### src/rtl/lpc_pkg.sv
`timescale 1ns/1ps
package lpc_pkg;
   typedef enum logic [2:0] {
      ST_RUN     = 3'd0,
      ST_IDLE    = 3'd1,
      ST_RSTWIN  = 3'd2,
      ST_PD      = 3'd3,
      ST_PD_WAKE = 3'd4,
      ST_PD_RST  = 3'd5
   } lp_state_e;

   typedef struct packed {
      logic cpu;
      logic per;
      logic osc;
      logic inh;
   } lp_gate_t;
endpackage

### src/rtl/lpc_sync.sv
`timescale 1ns/1ps
module lpc_sync #(
   parameter int          W      = 1,
   parameter int          STAGES = 2,
   parameter logic [W-1:0] INIT  = '0
) (
   input  logic         clk,
   input  logic         rst_n,
   input  logic [W-1:0] d,
   output logic [W-1:0] q
);
   generate
      if (STAGES == 0) begin : g_pass
         assign q = d;
      end else begin : g_chain
         logic [W-1:0] pipe [STAGES];
         always_ff @(posedge clk or negedge rst_n) begin
            if (!rst_n) begin
               for (int i = 0; i < STAGES; i++) pipe[i] <= INIT;
            end else begin
               pipe[0] <= d;
               for (int i = 1; i < STAGES; i++) pipe[i] <= pipe[i-1];
            end
         end
         assign q = pipe[STAGES-1];
      end
   endgenerate
endmodule

### src/rtl/lpc_rst_filter.sv
`timescale 1ns/1ps
module lpc_rst_filter #(
   parameter int MC_CLKS = 12
) (
   input  logic clk,
   input  logic rst_n,
   input  logic pin_hi,
   input  logic osc_run,
   output logic rec
);
   localparam int RC = 2 * MC_CLKS;
   localparam int CW = $clog2(RC + 1);
   localparam logic [CW-1:0] RC_V = CW'(RC);

   logic [CW-1:0] cnt;

   always_ff @(posedge clk or negedge rst_n) begin
      if (!rst_n)                    cnt <= '0;
      else if (!pin_hi)              cnt <= '0;
      else if (osc_run && cnt != RC_V) cnt <= cnt + 1'b1;
   end

   assign rec = (cnt == RC_V);

   AST_REC_NEEDS_PIN: assert property (@(posedge clk) disable iff (!rst_n)
      $rose(rec) |-> $past(pin_hi && osc_run));
   AST_REC_DROPS: assert property (@(posedge clk) disable iff (!rst_n)
      (rec && !pin_hi) |=> !rec);
endmodule

### src/rtl/lpc_wake_qual.sv
`timescale 1ns/1ps
module lpc_wake_qual #(
   parameter int N_EXT = 2
) (
   input  logic [N_EXT-1:0] pin_n,
   input  logic [N_EXT-1:0] en,
   input  logic [N_EXT-1:0] edge_sel,
   output logic             wake_low
);
   logic [N_EXT-1:0] qual;
   generate
      for (genvar i = 0; i < N_EXT; i++) begin : g_pin
         assign qual[i] = en[i] & ~edge_sel[i] & ~pin_n[i];
      end
   endgenerate
   assign wake_low = |qual;
endmodule

### src/rtl/lpc_mode_fsm.sv
`timescale 1ns/1ps
module lpc_mode_fsm
   import lpc_pkg::*;
(
   input  logic     clk,
   input  logic     rst_n,
   input  logic     req_idle,
   input  logic     req_pd,
   input  logic     rst_s,
   input  logic     rst_rec,
   input  logic     wake_low,
   input  logic     any_irq,
   output lp_gate_t gate
);
   lp_state_e st, st_nx;

   always_comb begin
      st_nx = st;
      if (rst_rec) st_nx = ST_RUN;
      else begin
         unique case (st)
            ST_RUN:     if (req_pd) st_nx = ST_PD;
                        else if (req_idle) st_nx = ST_IDLE;
            ST_IDLE:    if (rst_s) st_nx = ST_RSTWIN;
                        else if (any_irq) st_nx = ST_RUN;
            ST_RSTWIN:  if (!rst_s) st_nx = ST_IDLE;
            ST_PD:      if (rst_s) st_nx = ST_PD_RST;
                        else if (wake_low) st_nx = ST_PD_WAKE;
            ST_PD_WAKE: if (!wake_low) st_nx = ST_RUN;
            ST_PD_RST:  if (!rst_s) st_nx = ST_PD;
            default:    st_nx = ST_RUN;
         endcase
      end
   end

   always_ff @(posedge clk or negedge rst_n) begin
      if (!rst_n) st <= ST_RUN;
      else        st <= st_nx;
   end

   always_comb begin
      unique case (st)
         ST_RUN:     gate = '{cpu:1'b1, per:1'b1, osc:1'b1, inh:1'b0};
         ST_IDLE:    gate = '{cpu:1'b0, per:1'b1, osc:1'b1, inh:1'b0};
         ST_RSTWIN:  gate = '{cpu:1'b1, per:1'b1, osc:1'b1, inh:1'b1};
         ST_PD:      gate = '{cpu:1'b0, per:1'b0, osc:1'b0, inh:1'b0};
         ST_PD_WAKE: gate = '{cpu:1'b0, per:1'b0, osc:1'b1, inh:1'b0};
         ST_PD_RST:  gate = '{cpu:1'b0, per:1'b0, osc:1'b1, inh:1'b0};
         default:    gate = '{cpu:1'b1, per:1'b1, osc:1'b1, inh:1'b0};
      endcase
   end

   AST_PD_PRIORITY: assert property (@(posedge clk) disable iff (!rst_n)
      (st == ST_RUN && req_pd && req_idle && !rst_rec) |=> st == ST_PD);
   AST_PD_HOLD: assert property (@(posedge clk) disable iff (!rst_n)
      (st == ST_PD && !wake_low && !rst_s && !rst_rec) |=> st == ST_PD);
   AST_PD_WAKE_EXIT: assert property (@(posedge clk) disable iff (!rst_n)
      (st == ST_PD_WAKE && !wake_low && !rst_rec) |=> st == ST_RUN);
   AST_INH_FROM_IDLE: assert property (@(posedge clk) disable iff (!rst_n)
      $rose(gate.inh) |-> $past(st == ST_IDLE));
endmodule

### src/rtl/lp_mode_ctrl.sv
`timescale 1ns/1ps
module lp_mode_ctrl
   import lpc_pkg::*;
#(
   parameter int N_EXT       = 2,
   parameter int MC_CLKS     = 12,
   parameter int SYNC_STAGES = 2
) (
   input  logic             clk,
   input  logic             rst_n,
   input  logic             req_idle,
   input  logic             req_pd,
   input  logic             rst_pin,
   input  logic [N_EXT-1:0] ext_irq_n,
   input  logic [N_EXT-1:0] ext_irq_en,
   input  logic [N_EXT-1:0] ext_irq_edge,
   input  logic             any_irq,
   output logic             cpu_clk_en,
   output logic             per_clk_en,
   output logic             osc_en,
   output logic             int_rst,
   output logic             ram_wr_inhibit
);
   generate
      if (N_EXT < 1)       begin : g_bad_n   $error("N_EXT must be at least 1"); end
      if (MC_CLKS < 1)     begin : g_bad_mc  $error("MC_CLKS must be at least 1"); end
      if (SYNC_STAGES < 0) begin : g_bad_syn $error("SYNC_STAGES must not be negative"); end
   endgenerate

   logic [N_EXT-1:0] irq_s;
   logic             rst_s, rst_rec, wake_low;
   lp_gate_t         gate;

   lpc_sync #(.W(N_EXT), .STAGES(SYNC_STAGES), .INIT({N_EXT{1'b1}})) i_sync_irq (
      .clk(clk), .rst_n(rst_n), .d(ext_irq_n), .q(irq_s));

   lpc_sync #(.W(1), .STAGES(SYNC_STAGES), .INIT(1'b0)) i_sync_rst (
      .clk(clk), .rst_n(rst_n), .d(rst_pin), .q(rst_s));

   lpc_rst_filter #(.MC_CLKS(MC_CLKS)) i_filt (
      .clk(clk), .rst_n(rst_n), .pin_hi(rst_s), .osc_run(gate.osc), .rec(rst_rec));

   lpc_wake_qual #(.N_EXT(N_EXT)) i_wake (
      .pin_n(irq_s), .en(ext_irq_en), .edge_sel(ext_irq_edge), .wake_low(wake_low));

   lpc_mode_fsm i_fsm (
      .clk(clk), .rst_n(rst_n), .req_idle(req_idle), .req_pd(req_pd),
      .rst_s(rst_s), .rst_rec(rst_rec), .wake_low(wake_low), .any_irq(any_irq),
      .gate(gate));

   assign cpu_clk_en     = gate.cpu;
   assign per_clk_en     = gate.per;
   assign osc_en         = gate.osc;
   assign int_rst        = rst_rec;
   assign ram_wr_inhibit = gate.inh;

   AST_CLK_NEEDS_OSC: assert property (@(posedge clk) disable iff (!rst_n)
      !osc_en |-> (!cpu_clk_en && !per_clk_en));
endmodule

### config.mk
export PLATFORM = sky130hd
export DESIGN_NAME = lp_mode_ctrl
export DESIGN_NICKNAME = d
export VERILOG_FILES = /design/src/rtl/lpc_pkg.sv /design/src/rtl/lpc_sync.sv /design/src/rtl/lpc_rst_filter.sv /design/src/rtl/lpc_wake_qual.sv /design/src/rtl/lpc_mode_fsm.sv /design/src/rtl/lp_mode_ctrl.sv
export SDC_FILE = /design/constraint.sdc
export NUM_CORES = 1
export LEC_CHECK = 0
export ABC_AREA = 0
export CAP_MARGIN = 10
export CELL_PAD_IN_SITES_DETAIL_PLACEMENT = 1
export CELL_PAD_IN_SITES_GLOBAL_PLACEMENT = 1
export CORE_AREA = 2 2 51 53
export DETAILED_ROUTE_END_ITERATION = 10
export DIE_AREA = 0 0 53 55
export PLACE_DENSITY = 0.67
export SLEW_MARGIN = 20
export SYNTH_ARGS = -nofsm -noshare
export SYNTH_HDL_FRONTEND = slang
export SYNTH_HIERARCHICAL = 1
export SYNTH_SLANG_ARGS = --single-unit
export TNS_END_PERCENT = 50
### constraint.sdc
create_clock -name clk -period 1.3 [get_ports clk]
set_clock_uncertainty 0.05 [all_clocks]
set_input_delay 0.26 -clock clk [delete_from_list [all_inputs] [get_ports clk]]
set_output_delay 0.26 -clock clk [all_outputs]
set_load 0.005 [all_outputs]
==> impl_results.md <==
* PD cells at 1830 nW/um^2
* Vias in the first global route at 689
* HP Class: in -> async
* Fin area at between 1000 and 1500 sq um
* Mapped Area at about 720 sq um
* Max VDD drop at 1.04 mV
* CP delay by family, top: simple AND/OR/NAND/NOR gates
* Die Y-Extent at 55 um
* CTS tree: built
* GRT Total Usage at roughly 15%
* Failing checks: negative setup slack
* Compound-Gate Fraction of Synth Area at between 10% and 20%
* Crit path cell chain: inv_2 > ha_4 > and4b_2 > buf_6 > and2b_2 > mux2i_1
* R2r worst-path depth at 6
* Ant diodes at 0
* Comb pwr share at 57.0%
* Area Overhead vs Synth at 65.4%
* Dpl ws at -333 ps
* Clock sinks at 14
* Top-area cell type share of the netlist area at around 35%
* Final hold vios at 0
* Syn nets at 85
* Routed WL at 2010 um
* Worst relative slew slack at 87.4%
* Core Region at between 2000 and 2500 sq um
* Min Tclk post-route at 1570 ps
* Switching share of power at 34.0%
* CP max stage cell: dfrtp_1
* Sum Neg Setup Slack at -2180 ps
* RSZ-0062 raised after global routing: true
* Yosys cell types at 28
* Slew @ Worst Pin at 183 ps
* Starting density of the core at 30.6%
* Placed Area at 1020 sq um
* Post-Route Utilization at a little over 50%
* CP Depth at 6
* Fin. max-slew vios at 0
* Largest net degree at the start of global routing at 15
* Crit path from: i_filt/cnt[0]$_DFFE_PN0P_
* Sequential area share after synthesis at 49.1%
* DP Wirelength at about 1400 um
* # DRC at 0
* Yosys top cell by area: dfrtp_1
* Data arrival time of the worst path at 1720 ps
* Yosys Warn Count at 6
* Wire length per cell at roughly 14 um
* Adder-Cell Fraction of Synth Area at 3.46%
* Sequential Power Share at ~28%
* WP buf/inv at 2
* Simple-Gate Fraction of Synth Area at about a fifth
* Synth area leaders: dfrtp_1 35%, dfstp_2 15%, nand2_1 5.2%, mux2i_1 4.2%, ha_1 3.5%
* CTS Root Cell: clkbuf_4
* Worst-path clk slew at 90 ps
* Pint at ~1.4 mW
* F_max at 638 MHz
* Mapped Avg Cell Area at 10.2 sq um
* Final setup vio count at 13
* Starting DRT DRC Count at 6
* H-tree levels at 1
* Cell Count, Final, Fillers Out at 144
* RR Startpoint: i_filt/cnt[0]$_DFFE_PN0P_
* Antenna violations before repair at 0
* Clock power share at between 10 and 15%
* Critical Path End Type: register
* Fin crit share at 121%
* I/O pin cnt at 17
* Worst EP required at 1460 ps
* CP Launch Type: register
* First-pass GRT wire length at 3130 um
* Post-Synthesis Cells at slightly above 70
* FF+latch count, synth at 14
* GRT overflow at 0
* Leakage at ~0.56 nW
* Worst Setup Path Type: reg -> reg
* Hold Buf Count CTS at 0
* Placed Cells incl. Taps at 130
* Crit path max fanout at 5
* Hold WS at 212 ps
* Vias per inst at 4.60
* Final net count at 129
* CP Capture Point: i_filt/cnt[0]$_DFFE_PN0P_
* Top cells by count, synth: 10 x dfrtp_1, 10 x nand2_1, 6 x nor2_1, 5 x inv_1
* Synth Flop Type: dfrtp_1
* Routed Antenna Nets at 0
* Total power at 2.19 mW
* Post-synthesis mux area share at 6.23%
* Fraction of layout cells with a size suffix above 1 at 50.0%
* Fraction of registers with async set/reset at 100%
* Largest family of logic cells by synthesized area: simple AND/OR/NAND/NOR gates
* Worst r2r dst: i_filt/cnt[0]$_DFFE_PN0P_
* Clk_lat worst skew at 290 ps
* Switching pwr at between 0.7 and 0.8 mW
* Status: complete, but fails checks
* Post-synth EDFFs at 0
* Slowest stage delay, CP at 380 ps
* Clk buf depth at 2
* Rows at 18
* Vias at roughly 660
* Drt first pass iters at 3
* Post-synthesis xor/xnor area fraction at 2.42%
* Max Cap Viol at 0
* Die ar. at 2920 sq um
* Setup ws final at -267 ps
* Die Wd at 53 um
* RD Place Congestion at 0.731
* R2R Setup Slk at -270 ps
* # port buffers at 16
* CTS buffer count at 3
## placed cells by master (no fill, tap or decap), types with 3 or more instances in the layout
| cell | instances |
|---|---|
| buf_2 | 3 |
| buf_4 | 20 |
| buf_6 | 8 |
| clkbuf_4 | 3 |
| clkdlybuf4s50_1 | 11 |
| dfrtp_1 | 9 |
| dfstp_2 | 4 |
| inv_2 | 3 |
| mux2i_1 | 3 |
| nand2_1 | 8 |
| nor2_1 | 5 |
## power groups by stage
stage | sequential (mW) | combinational [mW] | clock, mW
after floorplan | 0.596 | 0.474 | 0
after global placement | 0.590 | 0.918 | 0
after detailed placement | 0.597 | 0.952 | 0
after CTS | 0.613 | 1.18 | 0.320
after global routing | 0.636 | 1.37 | 0.348
final | 0.622 | 1.25 | 0.317
## area by class of cell
type / count / area, sq um
fillers: 279 / 1170
multi-input cells: 49 / 382
repair buffers: 42 / 365
flip-flops and latches: 14 / 357
well taps: 30 / 37.5
clock buffers: 4 / 36.3
inverters: 5 / 18.8
## worst min path at each step
stage,startpoint,to,cells after the start
after floorplan,rst_n,i_filt/cnt[0]$_DFFE_PN0P_,0
after global placement,i_sync_rst/g_chain.pipe[1]$_DFF_PN0_,i_sync_rst/q$_DFF_PN0_,0
after detailed placement,i_sync_irq/g_chain.pipe[3]$_DFF_PN1_,i_sync_irq/q[1]$_DFF_PN1_,0
after CTS,rst_n,i_filt/cnt[3]$_DFFE_PN0P_,2
after global routing,rst_n,i_filt/cnt[3]$_DFFE_PN0P_,2
final,rst_n,i_filt/cnt[3]$_DFFE_PN0P_,2
## sequential cells by signal, indices dropped and copies added, names as in the netlist
| signal | count |
|---|---|
| i_sync_rst/g_chain.pipe | 1 |
| i_sync_irq/g_chain.pipe | 2 |
| i_fsm/st | 3 |
| i_filt/cnt | 5 |
| i_sync_rst/q | 1 |
| i_sync_irq/q | 2 |
## worst reg2reg max path: stages, from the launching register on
cell and delay [ps]:
dfrtp_1 380, inv_2 60, ha_4 140, and4b_2 230
buf_6 130, and2b_2 240, mux2i_1 230
## kinds of logic after synthesis
family                     count (synthesis)
DFF                                       14
buffers and inverters                      8
xor gates and xnor gates                   2
adders and majority gates                  2
muxes                                      4
AOI/OAI and AO/OA                         12
and+or+nand+nor                           29
## metal layers
layer  routed length (um)  global-route usage [%]  share of wire [%]
met1                  764                    16.4                 38
met2                 1140                    29.4                 57
met3                   59                    2.15                2.9
met4                   47                    7.69                2.3
met5                    0                       0                  0
## what timing repair did
action / 4_1_cts / 5_1_grt
buffers inserted: 8 / 2
resized for setup: 36 / 10
pin swaps: 5 / 6
cloned: 0 / 0
endpoints found under the setup margin: 13 / 13
Power figures use the tool's default switching activity.
